### config.mk
export PLATFORM = sky130hd
export DESIGN_NAME = rx_tag_fifo
export DESIGN_NICKNAME = d
export VERILOG_FILES = /design/src/rtl/frame_rx_pkg.sv /design/src/rtl/rx_entry_store.sv /design/src/rtl/rx_fifo_ctrl.sv /design/src/rtl/rx_tag_fifo.sv
export SDC_FILE = /design/constraint.sdc
export NUM_CORES = 1
export LEC_CHECK = 0
export CELL_PAD_IN_SITES_DETAIL_PLACEMENT = 1
export CELL_PAD_IN_SITES_GLOBAL_PLACEMENT = 2
export CORE_MARGIN = 8
export CORE_UTILIZATION = 49
export DETAILED_ROUTE_END_ITERATION = 12
export PLACE_DENSITY = 0.88
export SLEW_MARGIN = 10
export SYNTH_ARGS = -nofsm -noshare
export SYNTH_HDL_FRONTEND = slang
export SYNTH_SLANG_ARGS = --single-unit
export TNS_END_PERCENT = 50
### constraint.sdc
create_clock -name clk -period 4.85 [get_ports clk]
set_input_delay 0.97 -clock clk [delete_from_list [all_inputs] [get_ports clk]]
set_output_delay 0.97 -clock clk [all_outputs]
set_load 0.02 [all_outputs]
### src/rtl/frame_rx_pkg.sv
package frame_rx_pkg;

    typedef struct packed {
        logic       ovr;
        logic       crc_err;
        logic       eof;
        logic [7:0] data;
    } rx_entry_t;

endpackage

### src/rtl/rx_entry_store.sv
module rx_entry_store
    import frame_rx_pkg::*;
#(
    parameter int DEPTH = 16,
    localparam int AW = $clog2(DEPTH)
) (
    input  logic            clk,
    input  logic            push_en,
    input  logic [AW-1:0]   push_addr,
    input  rx_entry_t       push_entry,
    input  logic            mark_en,
    input  logic [AW-1:0]   mark_addr,
    input  logic [AW-1:0]   rd_addr,
    output rx_entry_t       rd_entry,
    output logic            mark_eof_old
);

    rx_entry_t mem_q [DEPTH];

    // Normal push port and tail tag rewrite port; the controller never
    // aims both at the same slot in one cycle (rewrite only when full).
    always_ff @(posedge clk) begin
        if (push_en) begin
            mem_q[push_addr] <= push_entry;
        end
        if (mark_en) begin
            mem_q[mark_addr].ovr <= 1'b1;
            mem_q[mark_addr].eof <= 1'b1;
        end
    end

    assign rd_entry     = mem_q[rd_addr];
    assign mark_eof_old = mem_q[mark_addr].eof;

endmodule

### src/rtl/rx_fifo_ctrl.sv
module rx_fifo_ctrl #(
    parameter int DEPTH  = 16,
    parameter int THRESH = 4,
    localparam int AW = $clog2(DEPTH),
    localparam int CW = $clog2(DEPTH + 1)
) (
    input  logic            clk,
    input  logic            rst_n,
    input  logic            enable,
    input  logic            wr_valid,
    input  logic            wr_eof,
    input  logic            rd_en,
    input  logic            head_eof,
    input  logic            tail_eof_old,
    output logic            push_en,
    output logic [AW-1:0]   wptr,
    output logic            mark_en,
    output logic [AW-1:0]   tail_ptr,
    output logic [AW-1:0]   rptr,
    output logic [CW-1:0]   level,
    output logic            empty,
    output logic            full,
    output logic            stall,
    output logic            svc_req
);

    typedef struct packed {
        logic [AW-1:0] wptr;
        logic [AW-1:0] rptr;
        logic [CW-1:0] count;
        logic [CW-1:0] eof_cnt;
        logic          stall;
    } ctrl_st_t;

    ctrl_st_t st_d, st_q;

    logic accept_wr, push, ovr_ev, pop;

    function automatic logic [AW-1:0] ptr_inc(input logic [AW-1:0] p);
        return (p == AW'(DEPTH - 1)) ? '0 : p + AW'(1);
    endfunction

    always_comb begin
        st_d      = st_q;
        accept_wr = enable && wr_valid && !st_q.stall;
        push      = accept_wr && (st_q.count != CW'(DEPTH));
        ovr_ev    = accept_wr && (st_q.count == CW'(DEPTH));
        pop       = enable && rd_en && (st_q.count != '0);

        if (push) st_d.wptr = ptr_inc(st_q.wptr);
        if (pop)  st_d.rptr = ptr_inc(st_q.rptr);
        st_d.count   = st_q.count + CW'(push) - CW'(pop);
        st_d.eof_cnt = st_q.eof_cnt
                     + CW'(push && wr_eof)
                     + CW'(ovr_ev && !tail_eof_old)
                     - CW'(pop && head_eof);

        if (ovr_ev) st_d.stall = 1'b1;
        else        st_d.stall = st_q.stall && (st_d.count != '0);

        if (!enable) st_d = '0;
    end

    always_ff @(posedge clk or negedge rst_n) begin
        if (!rst_n) st_q <= '0;
        else        st_q <= st_d;
    end

    assign push_en  = push;
    assign mark_en  = ovr_ev;
    assign wptr     = st_q.wptr;
    assign rptr     = st_q.rptr;
    assign tail_ptr = (st_q.wptr == '0) ? AW'(DEPTH - 1) : st_q.wptr - AW'(1);
    assign level    = st_q.count;
    assign empty    = (st_q.count == '0);
    assign full     = (st_q.count == CW'(DEPTH));
    assign stall    = st_q.stall;
    assign svc_req  = (st_q.count >= CW'(THRESH)) || (st_q.eof_cnt != '0);

endmodule

### src/rtl/rx_tag_fifo.sv
module rx_tag_fifo
    import frame_rx_pkg::*;
#(
    parameter int DEPTH  = 16,
    parameter int THRESH = 4,
    localparam int AW = $clog2(DEPTH),
    localparam int CW = $clog2(DEPTH + 1)
) (
    input  logic          clk,
    input  logic          rst_n,
    input  logic          rx_enable,
    input  logic          wr_valid,
    input  logic [7:0]    wr_data,
    input  logic          wr_eof,
    input  logic          wr_crc_err,
    input  logic          rd_en,
    output logic [7:0]    rd_data,
    output logic          rd_eof,
    output logic          rd_crc_err,
    output logic          rd_ovr,
    output logic [CW-1:0] level,
    output logic          empty,
    output logic          full,
    output logic          svc_req,
    output logic          stall
);

    logic          push_en, mark_en, tail_eof_old;
    logic [AW-1:0] wptr, tail_ptr, rptr;
    rx_entry_t     push_entry, head;

    assign push_entry = '{ovr: 1'b0, crc_err: wr_crc_err, eof: wr_eof, data: wr_data};

    rx_fifo_ctrl #(.DEPTH(DEPTH), .THRESH(THRESH)) u_ctrl (
        .clk          (clk),
        .rst_n        (rst_n),
        .enable       (rx_enable),
        .wr_valid     (wr_valid),
        .wr_eof       (wr_eof),
        .rd_en        (rd_en),
        .head_eof     (head.eof),
        .tail_eof_old (tail_eof_old),
        .push_en      (push_en),
        .wptr         (wptr),
        .mark_en      (mark_en),
        .tail_ptr     (tail_ptr),
        .rptr         (rptr),
        .level        (level),
        .empty        (empty),
        .full         (full),
        .stall        (stall),
        .svc_req      (svc_req)
    );

    rx_entry_store #(.DEPTH(DEPTH)) u_store (
        .clk          (clk),
        .push_en      (push_en),
        .push_addr    (wptr),
        .push_entry   (push_entry),
        .mark_en      (mark_en),
        .mark_addr    (tail_ptr),
        .rd_addr      (rptr),
        .rd_entry     (head),
        .mark_eof_old (tail_eof_old)
    );

    assign rd_data    = head.data;
    assign rd_eof     = head.eof;
    assign rd_crc_err = head.crc_err;
    assign rd_ovr     = head.ovr;

endmodule

# Word level (Yosys, flattened, before mapping)
# Memories as Yosys holds them, arrays and structs flattened.
# Cells that the tools add are included.
[op_classes]
addsub = 8
magnitude_cmp = 1
n_eq_ne = 6
mux = 14
reduce_logical = 19
[op_table]
columns = ["op", "count"]
rows = [
  ["two-way mux 4 bit", 6],
  ["two-way mux 19 bit", 1],
  ["adder 5 x 1 -> 5 bit", 3],
  ["nonzero test 5 bit", 3],
  ["two-way mux 11 bit", 1],
  ["OR reduction 11 bit", 1],
  ["logical AND 1 bit", 10],
  ["subtractor 5 x 1 -> 5 bit", 2],
  ["adder 4 x 1 -> 4 bit (second input constant)", 2],
  ["equality test 4 bit (second input constant)", 2],
  ["equality test 5 bit (second input constant)", 1],
  [">= comparator 5 x 3 -> 1 bit (second input constant)", 1],
  ["zero test 5 bit", 1],
  ["two-way mux 1 bit", 5],
  ["!= test 5 bit (second input constant)", 1],
  ["zero test 4 bit", 1],
  ["!= test 2 x 1 -> 1 bit (second input constant)", 2],
  ["subtractor 4 x 1 -> 4 bit (second input constant)", 1],
  ["zero test 1 bit", 2],
  ["two-way mux 2 bit", 1],
  ["logical OR 1 bit", 1],
]
[word_totals]
regBits = 19
mem_bits_rw = 176
output_inout_bits = 20
word_cells = 54
memories = 1
[memory_table]
columns = ["name", "depth", "width", "read_ports", "rd_clocked_by_memory_dff", "write_ports", "line", "source"]
rows = [
  ["u_store.mem_q", 16, 11, 2, 0, 1, "rx_entry_store.sv:18", "rx_entry_t mem_q [DEPTH];"],
]

# Longest topological paths before layout
# Gate-level depths: netlist of the first run.
[logic_depth]
depth_word = 9
mapped_depth = 17
depth_no_buf = 16

# Modules after synthesis
# From an unflattened synthesis of the first run, not the netlist that was laid out.
[hier_totals]
cells_unflattened = 610
area_unflattened_um2 = 8718.4
[modules_own_cells]
columns = ["module", "n_inst", "cells_per_inst", "area_per_inst_um2"]
rows = [
  ["rx_entry_store", 1, 451, 7278.2],
  ["rx_fifo_ctrl", 1, 158, 1436.4],
  ["rx_tag_fifo", 1, 1, 3.8],
]

# Worst setup path before layout of the first run
# No wires, ideal clock.
[synth_timing]
path_kind = "reg2reg"
start = "register u_ctrl.st_q, in the netlist u_ctrl.rptr[0]"
end = "register u_ctrl.st_q[5] (netlist name)"
setup_time_ps = 120
arrival_time_ps = 3279
t_required_ps = 4730
path_slack_ps = 1451
path_stages_with_launch = 16
path_cell_list = "dfrtp_1 > mux4_1 > mux2_2 > nand2_1 > o21ai_1 > and2_1 > ha_1 > inv_1 > fa_1 > inv_1 > fa_1 > inv_1 > a21oi_1 > nor2_1 > or3_1 > and3_1"
[synth_lines]
columns = ["item", "line", "source"]
rows = [
  ["from (decl)", "rx_fifo_ctrl.sv:35", "ctrl_st_t st_d, st_q;"],
  ["from (signal assigned)", "rx_fifo_ctrl.sv:66", "else st_q <= st_d;"],
]

# Worst setup path after layout of the first run
[layout_timing]
start = "register u_ctrl.st_q, in the netlist u_ctrl.rptr[0]"
end = "output port rd_data[4]"
[layout_between]
elab_chain_cells = 1
[layout_lines]
columns = ["item", "line", "source"]
rows = [
  ["memory (16 x 11 bit)", "--", ""],
  ["to (decl)", "rx_tag_fifo.sv:17", "output logic [7:0] rd_data,"],
]
# No other way between the ends.

==> run summary, run 1 <==
======================================================================================================
Status ..................................................................................    completed
WL per Instance .........................................................................     24.89 um
Clock buffer depth ......................................................................            2
Max stage delay on crit path ............................................................      0.64 ns
Via count of the first global-routing pass ..............................................         5220
Worst-skew pair later-pin latency .......................................................      0.44 ns
Cell Area, Synth ........................................................................ 0.008742 mm^2
Final Hold Viols ........................................................................            0
Filler cell count in the final layout ...................................................         1660
Yosys top cell area share ...............................................................       0.6046
Mean instance size in the synthesized netlist ...........................................   16.40 um^2
Ratio of final minimum period to clock period ...........................................       0.8858
Proportion of power drawn by combinational gates ........................................        0.271
Number of iterations in the first detailed-routing pass .................................            6
Antenna Diode Count .....................................................................            0
Dominant cells by area after synthesis .................................................. sky130_fd_sc_hd__edfxtp_1 60%, sky130_fd_sc_hd__mux4_2 7.7%, sky130_fd_sc_hd__dfrtp_1 5.4%, sky130_fd_sc_hd__mux4_1 4.2%, sky130_fd_sc_hd__ha_1 2.1%
Total CTS buffers .......................................................................           17
Adder-cell share of the synthesized area ................................................      0.02834
Compound-cell area share of the yosys netlist ...........................................      0.04981
Proportion of synthesized flip-flops having asynchronous set or reset ...................      0.09744
Routed vias .............................................................................         4760
Cells along the critical path ........................................................... buf_12 > mux4_1 > nor2b_1 > a211oi_1 > a21oi_1 > clkdlybuf4s50_1
Slowest cell on the critical path ....................................................... sky130_fd_sc_hd__dfrtp_2
Clock transition at the register clock pins on the worst setup and hold paths after CTS .      0.07 ns
Total power draw ........................................................................     4.777 mW
Area growth from synthesis to layout ....................................................       12.54%
Combinational family with the most area after synthesis ................................. multiplexers
Critical path launch point type .........................................................     register
Starting Density ........................................................................       0.4934
Crit end category .......................................................................  output port
Count of routing violations after the opening detailed-route iteration ..................          319
Clock Sinks .............................................................................          195
Most used flip-flop cell after synthesis ................................................ sky130_fd_sc_hd__edfxtp_1
Number of unique standard cell types used by synthesis ..................................           57
Number of H-tree levels .................................................................            4
Total detailed-routing wirelength .......................................................     20.09 mm
Vias/cell ...............................................................................        5.898
Register bit count reported by yosys ....................................................          195
Largest net degree at the start of global routing .......................................           44
CP Max Fanout ...........................................................................           36
Share of layout cells above drive strength 1 ............................................       0.1401
Data required time of the critical path .................................................      3.88 ns
Area of the die ......................................................................... 0.02237 mm^2
Share of synthesized area occupied by flip-flops and latches ............................       0.6589
Number of synthesized flops with an enable pin ..........................................          176
Sequential power share ..................................................................        0.419
Syn nets ................................................................................          566
Clock tree skew after final layout ......................................................  0.009667 ns
Fin nets ................................................................................          598
Clock power share .......................................................................        0.310
Max-capacitance violation count .........................................................            0
Number of port buffers ..................................................................           34
Worst Setup Path Type ................................................................... register to output port
Maximum vdd ir drop .....................................................................     306.4 uV
Worst hold slack ........................................................................    0.6868 ns
Remaining routing DRC violations ........................................................            0
Setup repair after global routing missed its margin .....................................           no
Slew @ Worst Pin ........................................................................     1.093 ns
Global-route wire length before repair ..................................................     30.97 mm
Maximum clock frequency .................................................................    232.8 MHz
Final GP Congestion .....................................................................       0.8183
WP data arrival .........................................................................      3.33 ns
Multi-input logic area .................................................................. 0.002645 mm^2
Chip width ..............................................................................     149.6 um
Cts hold-fix bufs .......................................................................            0
Remaining number of nets flagged by the antenna check after routing .....................            0
Proportion of total power due to net switching ..........................................       0.2974
Buffer and inverter count on the worst path .............................................            2
Synth Warn # ............................................................................            0
Internal cell power .....................................................................     3.356 mW
Hold Crit Class ......................................................................... register to register
Post-CTS setup buffer count .............................................................            0
Period minus WS final ...................................................................     4.296 ns
Cell Pwr Density ........................................................................ 485.5 mW/mm^2
Placeable core area ..................................................................... 0.01772 mm^2
Mux contribution to synthesized area ....................................................       0.1403
Non-filler cells, final .................................................................          807
Cell count after synthesis ..............................................................          533
Share of the synthesized netlist area taken by xor and xnor gates .......................     0.009017
P_sw ....................................................................................     1.421 mW
Post-cts gate resize count ..............................................................            0
CTS tree ................................................................................         done
Final-layout setup total negative slack .................................................         0 ns
Reg-to-reg setup timing slack ...........................................................      0.91 ns
Row cnt .................................................................................           49
Cell taking the most area after synthesis ............................................... sky130_fd_sc_hd__edfxtp_1
Family of cells with the greatest summed delay on the critical path ..................... buffers and inverters
HPWL after DPL ..........................................................................     13.51 mm
Area taken by flip-flops and latches .................................................... 0.005762 mm^2
Final number of max-transition violations ...............................................            0
Antenna violations before repair ........................................................            0
Io pins .................................................................................           35
Fraction of the mapped netlist area in simple logic gates ...............................      0.07514
Static Leakage ..........................................................................     3.227 nW
Placed Instances ........................................................................          775
Finish-stage setup viols ................................................................            0
Vertical die dimension ..................................................................     149.6 um
Root Buffer ............................................................................. sky130_fd_sc_hd__clkbuf_16
Rel. slew slack .........................................................................       0.2688
Sum of overflow across all layers after global routing ..................................            0
Overall track demand over capacity in global routing ....................................       0.1886
======================================================================================================
[power by group through the flow]
stage	clock [mW]	combinational (mW)	sequential, mW
final	1.48	1.29	2.00
after detailed placement	0	1.31	2.04
after global routing	1.55	1.41	2.01
after CTS	1.51	1.32	2.00
after floorplan	0	0.973	2.00
after global placement	0	1.26	2.03
[stage by stage]
stage          utilization  worst slack (ns)  instance area (um^2)
6_report            0.5553            0.5537                  9838
5_1_grt             0.5553            0.4259                  9838
4_1_cts             0.5553            0.4990                  9838
3_5_place_dp        0.5204            0.4935                  9220
3_3_place_gp        0.5204            0.7825                  9220
2_1_floorplan            -             1.451                  8742
[placed cells by master, fill, tap and decap left out, drive strengths merged, types with 3 or more instances in the layout]
| master | count |
|---|---|
| clkbuf | 18 |
| or3 | 3 |
| and2 | 20 |
| dfrtp | 19 |
| clkinv | 3 |
| nand2b | 3 |
| inv | 28 |
| a211oi | 10 |
| nand2 | 29 |
| edfxtp | 176 |
| o22ai | 3 |
| nor2b | 18 |
| o22a | 3 |
| buf | 12 |
| ha | 15 |
| o21ai | 10 |
| nor2 | 36 |
| clkdlybuf4s50 | 34 |
| a21o | 4 |
| a21oi | 19 |
| a31oi | 6 |
| fa | 3 |
| mux2i | 16 |
| nor3 | 7 |
| a21boi | 5 |
| xor2 | 3 |
| bufinv | 3 |
| mux4 | 44 |
| xnor2 | 6 |
[Yosys cell counts (2+ instances only)]
| master | number |
|---|---|
| sky130_fd_sc_hd__a211oi_1 | 10 |
| sky130_fd_sc_hd__a21boi_0 | 4 |
| sky130_fd_sc_hd__a21o_1 | 4 |
| sky130_fd_sc_hd__a21oi_1 | 19 |
| sky130_fd_sc_hd__a31oi_1 | 6 |
| sky130_fd_sc_hd__and2_1 | 20 |
| sky130_fd_sc_hd__buf_12 | 2 |
| sky130_fd_sc_hd__buf_2 | 10 |
| sky130_fd_sc_hd__buf_4 | 8 |
| sky130_fd_sc_hd__buf_6 | 2 |
| sky130_fd_sc_hd__clkbuf_1 | 6 |
| sky130_fd_sc_hd__dfrtp_1 | 19 |
| sky130_fd_sc_hd__dlygate4sd3_1 | 2 |
| sky130_fd_sc_hd__edfxtp_1 | 176 |
| sky130_fd_sc_hd__fa_1 | 3 |
| sky130_fd_sc_hd__ha_1 | 15 |
| sky130_fd_sc_hd__inv_1 | 20 |
| sky130_fd_sc_hd__mux2_2 | 2 |
| sky130_fd_sc_hd__mux2i_1 | 16 |
| sky130_fd_sc_hd__mux4_1 | 14 |
| sky130_fd_sc_hd__mux4_2 | 30 |
| sky130_fd_sc_hd__nand2_1 | 29 |
| sky130_fd_sc_hd__nand2b_1 | 3 |
| sky130_fd_sc_hd__nand3_1 | 2 |
| sky130_fd_sc_hd__nor2_1 | 35 |
| sky130_fd_sc_hd__nor2b_1 | 18 |
| sky130_fd_sc_hd__nor3_1 | 7 |
| sky130_fd_sc_hd__nor4b_1 | 2 |
| sky130_fd_sc_hd__o21ai_0 | 7 |
| sky130_fd_sc_hd__o21ai_1 | 2 |
| sky130_fd_sc_hd__o22a_1 | 3 |
| sky130_fd_sc_hd__o22ai_1 | 3 |
| sky130_fd_sc_hd__or3_1 | 3 |
| sky130_fd_sc_hd__xnor2_1 | 6 |
| sky130_fd_sc_hd__xor2_1 | 3 |
[worst register-to-register path: cells and delay by family (launching register included)]
kind | cells | cell delay [ns]
buf+inv | 3 | 0.20
compound gates | 2 | 0.28
flops | 1 | 0.64
simple gates | 5 | 0.86
fa+ha+maj | 3 | 0.91
mux | 2 | 0.94
[cell families (layout without fill, tap and decap cells)]
group           after synthesis  count (layout)
mux                          62              62
buf+inv                      54              99
simple gates                128             128
flops                       195             195
fa+ha+maj                    18              18
xor+xnor                      9               9
compound gates               67              67
[state kept, by name, summed over array words and instances, names as in the netlist]
register / cells
u_ctrl.level: 5
u_ctrl.rptr: 4
u_ctrl.st_q: 5
u_ctrl.stall: 1
u_ctrl.wptr: 4
u_store.mem_q: 176
[area by class of cell]
cell class	count	area share
clock buffer	18	0.04362
clock inverter	14	0.01920
inverter	21	0.008521
multi-input combinational	284	0.2689
sequential	195	0.5857
tap	229	0.02912
timing repair buffer	46	0.04502
[layer usage]
layer | share of wire | up-vias | track usage | routed length, um
met5 | 0 | - | 0 | 0
met4 | 0.013 | 0 | 0.05906 | 260
met3 | 0.042 | 21 | 0.03961 | 850
met2 | 0.53 | 113 | 0.3286 | 10650
met1 | 0.41 | 2507 | 0.2305 | 8327
li1 | - | 2119 | - | -
[final timing paths]
| path | from | to | cells after the start |
|---|---|---|---|
| worst min-delay path | u_ctrl.st_q[4] | u_ctrl.st_q[5] | 3 |
| worst max-delay path | u_ctrl.rptr[0] | rd_data[4] | 6 |
| worst max register to register | u_ctrl.rptr[0] | u_ctrl.st_q[5] | 15 |
| max in group asynchronous | rst_n | u_ctrl.rptr[0] | 1 |
| min in group asynchronous | rst_n | u_ctrl.wptr[1] | 1 |
| worst min register to register | u_ctrl.st_q[4] | u_ctrl.st_q[5] | 3 |
No activity file was read; power rests on OpenSTA's default activity.
==> inputs of run 2 (changes only) <==
- CORE_ASPECT_RATIO: unset -> 0.75
==> run 2 against run 1 <==
Via count fell by 0.19%. Fmax decreased by 1.5%. Combinational power about the same. Clock-buffer cell count is the same. Clock skew barely moved. Final cell count increased by 1.9%. Register-to-register slack improved by 0.03 ns. Highest routed layer unchanged.
==> run summary, run 2 (synthesized netlist as in run 1, its figures left out) <==
======================================================================================================
Status ..................................................................................    completed   unchanged
Via count of the first global-routing pass ..............................................         5072   was 5220
Clock Sinks .............................................................................          195   unchanged
Cts hold-fix bufs .......................................................................            0   unchanged
Setup slack at placement ................................................................    0.6156 ns   was 0.4935 ns
Antenna Diode Count .....................................................................            0   unchanged
Total CTS buffers .......................................................................           17   unchanged
CP Max Fanout ...........................................................................           34   was 36
Vias/cell ...............................................................................        5.780   was 5.898
Starting Density ........................................................................       0.4981   was 0.4934
Static Leakage ..........................................................................     3.207 nW   was 3.227 nW
Maximum clock frequency .................................................................    229.3 MHz   was 232.8 MHz
Total detailed-routing wirelength .......................................................     19.89 mm   was 20.09 mm
Data required time of the critical path .................................................      3.88 ns   about the same
Root Buffer ............................................................................. sky130_fd_sc_hd__clkbuf_16   unchanged
Overall track demand over capacity in global routing ....................................       0.1845   was 0.1886
Area growth from synthesis to layout ....................................................       12.27%   was 12.54%
Placeable core area ..................................................................... 0.01755 mm^2   was 0.01772 mm^2
Routed vias .............................................................................         4751   was 4760
Post-cts gate resize count ..............................................................            0   unchanged
Max-capacitance violation count .........................................................            0   unchanged
Global-route wire length before repair ..................................................     30.66 mm   was 30.97 mm
Chip width ..............................................................................     170.2 um   was 149.6 um
CTS tree ................................................................................         done   unchanged
Ratio of final minimum period to clock period ...........................................       0.8993   was 0.8858
Crit path launch ........................................................................ u_ctrl.rptr[0]   unchanged
Final Hold Viols ........................................................................            0   unchanged
Critical path launch point type .........................................................     register   unchanged
Clock tree skew after final layout ......................................................  0.009606 ns   was 0.009667 ns
Final number of max-transition violations ...............................................            0   unchanged
Finish-stage setup viols ................................................................            0   unchanged
Period minus WS final ...................................................................     4.361 ns   was 4.296 ns
Filler cell count in the final layout ...................................................         1658   was 1660
Crit end category .......................................................................  output port   unchanged
Largest net degree at the start of global routing .......................................           44   unchanged
Area of the die ......................................................................... 0.02242 mm^2   was 0.02237 mm^2
WP data arrival .........................................................................      3.39 ns   was 3.33 ns
Worst-skew pair later-pin latency .......................................................      0.44 ns   about the same
Share of layout cells above drive strength 1 ............................................       0.1431   was 0.1401
Cell Pwr Density ........................................................................ 477.3 mW/mm^2   was 485.5 mW/mm^2
Vertical die dimension ..................................................................     131.7 um   was 149.6 um
Final GP Congestion .....................................................................       0.7850   was 0.8183
Worst R2R Path Depth ....................................................................           15   unchanged
Number of port buffers ..................................................................           34   unchanged
Fin nets ................................................................................          600   was 598
Worst reg2reg endpoint .................................................................. u_ctrl.st_q[5]   unchanged
Number of iterations in the first detailed-routing pass .................................            5   was 6
Crit path capture .......................................................................   rd_data[2]   was rd_data[4]
Largest register FFs ....................................................................          176   unchanged
Remaining routing DRC violations ........................................................            0   unchanged
Largest register by flop count .......................................................... u_store.mem_q   unchanged
Worst Setup Path Type ................................................................... register to output port   unchanged
Number of H-tree levels .................................................................            4   unchanged
Antenna violations before repair ........................................................            0   unchanged
Slew @ Worst Pin ........................................................................     1.083 ns   was 1.093 ns
Top library cells by usage in the layout, fill and taps aside ........................... 176 x sky130_fd_sc_hd__edfxtp_1, 35 x sky130_fd_sc_hd__nor2_1, 34 x sky130_fd_sc_hd__clkdlybuf4s50_1, 30 x sky130_fd_sc_hd__mux4_2, 29 x sky130_fd_sc_hd__nand2_1   unchanged
Hold Crit Class ......................................................................... register to register   unchanged
Leading cell type in the layout, fill and taps excluded ................................. sky130_fd_sc_hd__edfxtp_1   unchanged
Final-layout setup total negative slack .................................................         0 ns   unchanged
Row cnt .................................................................................           42   was 49
Rel. slew slack .........................................................................       0.2755   was 0.2688
HPWL after DPL ..........................................................................     13.03 mm   was 13.51 mm
Sum of overflow across all layers after global routing ..................................            0   unchanged
Critical R2R Launch ..................................................................... u_ctrl.rptr[0]   unchanged
Clock buffer depth ......................................................................            2   unchanged
Setup repair after global routing missed its margin .....................................           no   unchanged
Post-CTS setup buffer count .............................................................            0   unchanged
Reg-to-reg setup timing slack ...........................................................      0.94 ns   was 0.91 ns
Clock transition at the register clock pins on the worst setup and hold paths after CTS .      0.07 ns   about the same
Remaining number of nets flagged by the antenna check after routing .....................            0   unchanged
WL per Instance .........................................................................     24.19 um   was 24.89 um
Post-route worst setup slack ............................................................    0.4886 ns   was 0.5537 ns
Hold Path Depth .........................................................................            2   was 3
Io pins .................................................................................           35   unchanged
Count of routing violations after the opening detailed-route iteration ..................          381   was 319
Maximum vdd ir drop .....................................................................     253.6 uV   was 306.4 uV
======================================================================================================
-- run 2: changes by cell type in the layout (fill, tap and decap cells not counted) --
cell,change
sky130_fd_sc_hd__clkinvlp_4,+2
sky130_fd_sc_hd__inv_8,+1
sky130_fd_sc_hd__buf_12,-1
sky130_fd_sc_hd__inv_6,-2
sky130_fd_sc_hd__bufinv_16,-2
sky130_fd_sc_hd__clkinv_4,+1
sky130_fd_sc_hd__buf_4,+3
-- run 2: cell type report --
type                            instances  area [um^2]  share of cell area
Sequential cell                       195         5762              0.5871
Inverter                               21        83.83            0.008542
Tap cell                              242        302.8             0.03085
Clock inverter                         14        146.4             0.01492
Multi-Input combinational cell        284         2645              0.2695
Clock buffer                           18        429.2             0.04373
Timing Repair Buffer                   48        445.4             0.04539
-- run 2: routing by layer --
layer  routed length [um]  GRT usage
met1                 9004     0.2516
met2                 9732     0.2928
met3                 1017    0.04967
met4                  131    0.03889
met5                    0          0
-- run 2: metrics by stage --
stage               instance area, um^2  hold WS [ns]  cells  utilization  total power [mW]
detailed placement                 9239        0.6626    790       0.5264             3.335
floorplan                          8742        0.5815    533            -             2.969
global placement                   9239        0.6429    790       0.5264             3.295
global route                       9814        0.7172    822       0.5592             4.881
finish                             9814        0.6751    822       0.5592             4.685
CTS                                9814        0.6810    822       0.5592             4.712
-- run 2: power breakdown --
group | switching, mW | leakage, nW | internal [mW]
registers | 0.0624 | 1.84 | 1.93
logic | 0.718 | 1.09 | 0.598
clock network | 0.654 | 0.275 | 0.726
-- run 2: worst min-delay path by stage --
stage                        start             end
finish              u_ctrl.wptr[1]  u_ctrl.wptr[1]
global route        u_ctrl.wptr[1]  u_ctrl.wptr[1]
CTS                 u_ctrl.wptr[1]  u_ctrl.wptr[1]
detailed placement  u_ctrl.st_q[2]  u_ctrl.st_q[2]
global placement    u_ctrl.st_q[2]  u_ctrl.st_q[2]
floorplan           u_ctrl.rptr[1]  u_ctrl.rptr[1]
-- run 2: worst max-delay path: stages (launching register included) --
cell                              delay [ns]
sky130_fd_sc_hd__dfrtp_2                0.50
sky130_fd_sc_hd__buf_4                  0.57
sky130_fd_sc_hd__mux4_1                 0.65
sky130_fd_sc_hd__nor2b_1                0.16
sky130_fd_sc_hd__a211oi_1               0.40
sky130_fd_sc_hd__a21oi_1                0.09
sky130_fd_sc_hd__clkdlybuf4s50_1        0.59
==> inputs of run 3 (changes only) <==
- CELL_PAD_IN_SITES_DETAIL_PLACEMENT: 1 -> unset
- CELL_PAD_IN_SITES_GLOBAL_PLACEMENT: 2 -> unset
- CORE_UTILIZATION: 49 -> 58
- PLACE_DENSITY: 0.88 -> 0.81
==> run 3 against run 2 <==
Worst setup slack better by 0.041 ns. Register-to-register slack worse by 0.41 ns. Critical path depth is 9 higher. Fmax is 0.96% higher. Sequential power is essentially flat. Total power increased by 0.38%. Highest routed layer unchanged. Via count rose by 2.8%. Global-route usage up 1.0 points. Utilization rose by 9.6 points. Clock power about the same. Clock-buffer cell count is the same.
==> run summary, run 3 (synthesized netlist as in run 1, its figures left out) <==
======================================================================================================
WL per Instance .........................................................................     22.82 um   was 24.19 um
Clock transition at the register clock pins on the worst setup and hold paths after CTS .      0.07 ns   about the same
Antenna Diode Count .....................................................................            0   unchanged
Placeable core area ..................................................................... 0.01498 mm^2   was 0.01755 mm^2
Critical path launch point type .........................................................     register   unchanged
Area growth from synthesis to layout ....................................................       12.21%   was 12.27%
Routed vias .............................................................................         4883   was 4751
Worst hold slack ........................................................................    0.6807 ns   was 0.6751 ns
Slew @ Worst Pin ........................................................................     1.082 ns   was 1.083 ns
Clock Sinks .............................................................................          195   unchanged
Row cnt .................................................................................           39   was 42
Max-capacitance violation count .........................................................            0   unchanged
Vias/cell ...............................................................................        6.220   was 5.780
Final Hold Viols ........................................................................            0   unchanged
Rel. slew slack .........................................................................       0.2785   was 0.2755
Placed Instances ........................................................................          753   was 790
Maximum vdd ir drop .....................................................................     221.5 uV   was 253.6 uV
Starting Density ........................................................................       0.5836   was 0.4981
WP data arrival .........................................................................      4.63 ns   was 3.39 ns
Data required time of the critical path .................................................      5.16 ns   was 3.88 ns
Top library cells by usage in the layout, fill and taps aside ........................... 176 x sky130_fd_sc_hd__edfxtp_1, 35 x sky130_fd_sc_hd__nor2_1, 34 x sky130_fd_sc_hd__clkdlybuf4s50_1, 30 x sky130_fd_sc_hd__mux4_2, 29 x sky130_fd_sc_hd__nand2_1   unchanged
Overall track demand over capacity in global routing ....................................       0.1948   was 0.1845
CTS tree ................................................................................         done   unchanged
Largest register by flop count .......................................................... u_store.mem_q   unchanged
Total power draw ........................................................................     4.703 mW   was 4.685 mW
Finish-stage setup viols ................................................................            0   unchanged
Worst Setup Path Type ................................................................... register to register   was register to output port
Total detailed-routing wirelength .......................................................     17.92 mm   was 19.89 mm
CP Max Fanout ...........................................................................           18   was 34
Count of routing violations after the opening detailed-route iteration ..................          533   was 381
Cell Pwr Density ........................................................................ 479.4 mW/mm^2   was 477.3 mW/mm^2
Crit end category .......................................................................     register   was output port
Number of iterations in the first detailed-routing pass .................................            5   unchanged
Hold Crit Class ......................................................................... register to register   unchanged
Via count of the first global-routing pass ..............................................         5031   was 5072
Final GP Congestion .....................................................................       0.9091   was 0.7850
Remaining routing DRC violations ........................................................            0   unchanged
Post-cts gate resize count ..............................................................            0   unchanged
Fin nets ................................................................................          600   unchanged
Cts hold-fix bufs .......................................................................            0   unchanged
Io pins .................................................................................           35   unchanged
Clock tree skew after final layout ......................................................  0.005170 ns   was 0.009606 ns
Finished layout cell area ............................................................... 0.009809 mm^2   was 0.009814 mm^2
Clock buffer depth ......................................................................            2   unchanged
Chip width ..............................................................................     157.8 um   was 170.2 um
Non-filler cells, final .................................................................          785   was 822
Post-route worst setup slack ............................................................    0.5301 ns   was 0.4886 ns
Root Buffer ............................................................................. sky130_fd_sc_hd__clkbuf_16   unchanged
Antenna violations before repair ........................................................            0   unchanged
Ratio of final minimum period to clock period ...........................................       0.8907   was 0.8993
Share of layout cells above drive strength 1 ............................................       0.1397   was 0.1431
Total CTS buffers .......................................................................           17   unchanged
Number of port buffers ..................................................................           34   unchanged
Setup slack at placement ................................................................    0.5905 ns   was 0.6156 ns
Area of the die ......................................................................... 0.01930 mm^2   was 0.02242 mm^2
HPWL after DPL ..........................................................................     11.55 mm   was 13.03 mm
Setup repair after global routing missed its margin .....................................           no   unchanged
Vertical die dimension ..................................................................     122.3 um   was 131.7 um
Period minus WS final ...................................................................     4.320 ns   was 4.361 ns
Leading cell type in the layout, fill and taps excluded ................................. sky130_fd_sc_hd__edfxtp_1   unchanged
Status ..................................................................................    completed   unchanged
Remaining number of nets flagged by the antenna check after routing .....................            0   unchanged
Final number of max-transition violations ...............................................            0   unchanged
Post-layout util ........................................................................       0.6548   was 0.5592
Largest net degree at the start of global routing .......................................           44   unchanged
Maximum clock frequency .................................................................    231.5 MHz   was 229.3 MHz
Static Leakage ..........................................................................     3.224 nW   was 3.207 nW
Global-route wire length before repair ..................................................     28.15 mm   was 30.66 mm
Final-layout setup total negative slack .................................................         0 ns   unchanged
Sum of overflow across all layers after global routing ..................................            0   unchanged
Filler cell count in the final layout ...................................................          962   was 1658
Post-CTS setup buffer count .............................................................            0   unchanged
Number of H-tree levels .................................................................            4   unchanged
Worst-skew pair later-pin latency .......................................................      0.42 ns   was 0.44 ns
Largest register FFs ....................................................................          176   unchanged
Placed inst area ........................................................................ 0.009218 mm^2   was 0.009239 mm^2
======================================================================================================
[run 3: cell count changes in the layout (fill, tap and decap cells not counted)]
| cell | delta |
|---|---|
| sky130_fd_sc_hd__bufinv_16 | +2 |
| sky130_fd_sc_hd__buf_4 | -2 |
| sky130_fd_sc_hd__clkinv_2 | +2 |
| sky130_fd_sc_hd__clkinv_1 | +2 |
| sky130_fd_sc_hd__inv_8 | -4 |
| sky130_fd_sc_hd__clkinvlp_4 | -1 |
| sky130_fd_sc_hd__buf_12 | +2 |
| sky130_fd_sc_hd__inv_6 | -1 |
[run 3: critical path: stages, from the launching register on]
cell and delay [ns]:
sky130_fd_sc_hd__dfrtp_1 0.78, sky130_fd_sc_hd__inv_1 0.19, sky130_fd_sc_hd__ha_1 0.36, sky130_fd_sc_hd__xnor2_1 0.58
sky130_fd_sc_hd__o21ai_0 0.20, sky130_fd_sc_hd__nor2b_1 0.19, sky130_fd_sc_hd__o22ai_1 0.21, sky130_fd_sc_hd__o22ai_1 0.19
sky130_fd_sc_hd__fa_1 0.44, sky130_fd_sc_hd__inv_1 0.09, sky130_fd_sc_hd__fa_1 0.21, sky130_fd_sc_hd__inv_1 0.05
sky130_fd_sc_hd__a21oi_1 0.12, sky130_fd_sc_hd__nor2_1 0.06, sky130_fd_sc_hd__or3_1 0.35, sky130_fd_sc_hd__and3_1 0.19
[run 3: final timing paths]
| kind | startpoint | endpoint | slack, ns | depth (start not counted) |
|---|---|---|---|---|
| setup reg to reg | u_ctrl.wptr[0] | u_ctrl.st_q[5] | 0.53 | 15 |
| hold reg to reg | u_ctrl.st_q[2] | u_ctrl.st_q[2] | 0.68 | 2 |
| hold / removal | u_ctrl.st_q[2] | u_ctrl.st_q[2] | 0.68 | 2 |
| min in group asynchronous | rst_n | u_ctrl.rptr[0] | 1.06 | 1 |
| max in group asynchronous | rst_n | u_ctrl.rptr[0] | 3.17 | 1 |
| setup / recovery | u_ctrl.wptr[0] | u_ctrl.st_q[5] | 0.53 | 15 |
[run 3: layout make-up]
type                    instances  area, um^2  share of cell area
inverters                      21       83.83            0.008546
well taps                     205       256.5             0.02615
flip-flops and latches        195        5762              0.5874
clock buffers                  18       429.2             0.04375
repair buffers                 48       470.5             0.04796
multi-input cells             284        2645              0.2696
clock inverters                14       162.7             0.01658
[run 3: routing by layer]
metal	track usage	vias up	part of all wire
met1	0.2630	2497	0.43
li1	-	2127	-
met5	0	-	0
met4	0.07177	0	0.021
met3	0.04258	34	0.069
met2	0.3096	225	0.48
[run 3: report_power, final]
group / internal (mW) / total, mW / switching [mW]
registers: 1.93 / 1.99 / 0.0656
logic: 0.608 / 1.30 / 0.693
clock network: 0.809 / 1.41 / 0.601
total: 3.34 / 4.70 / 1.36
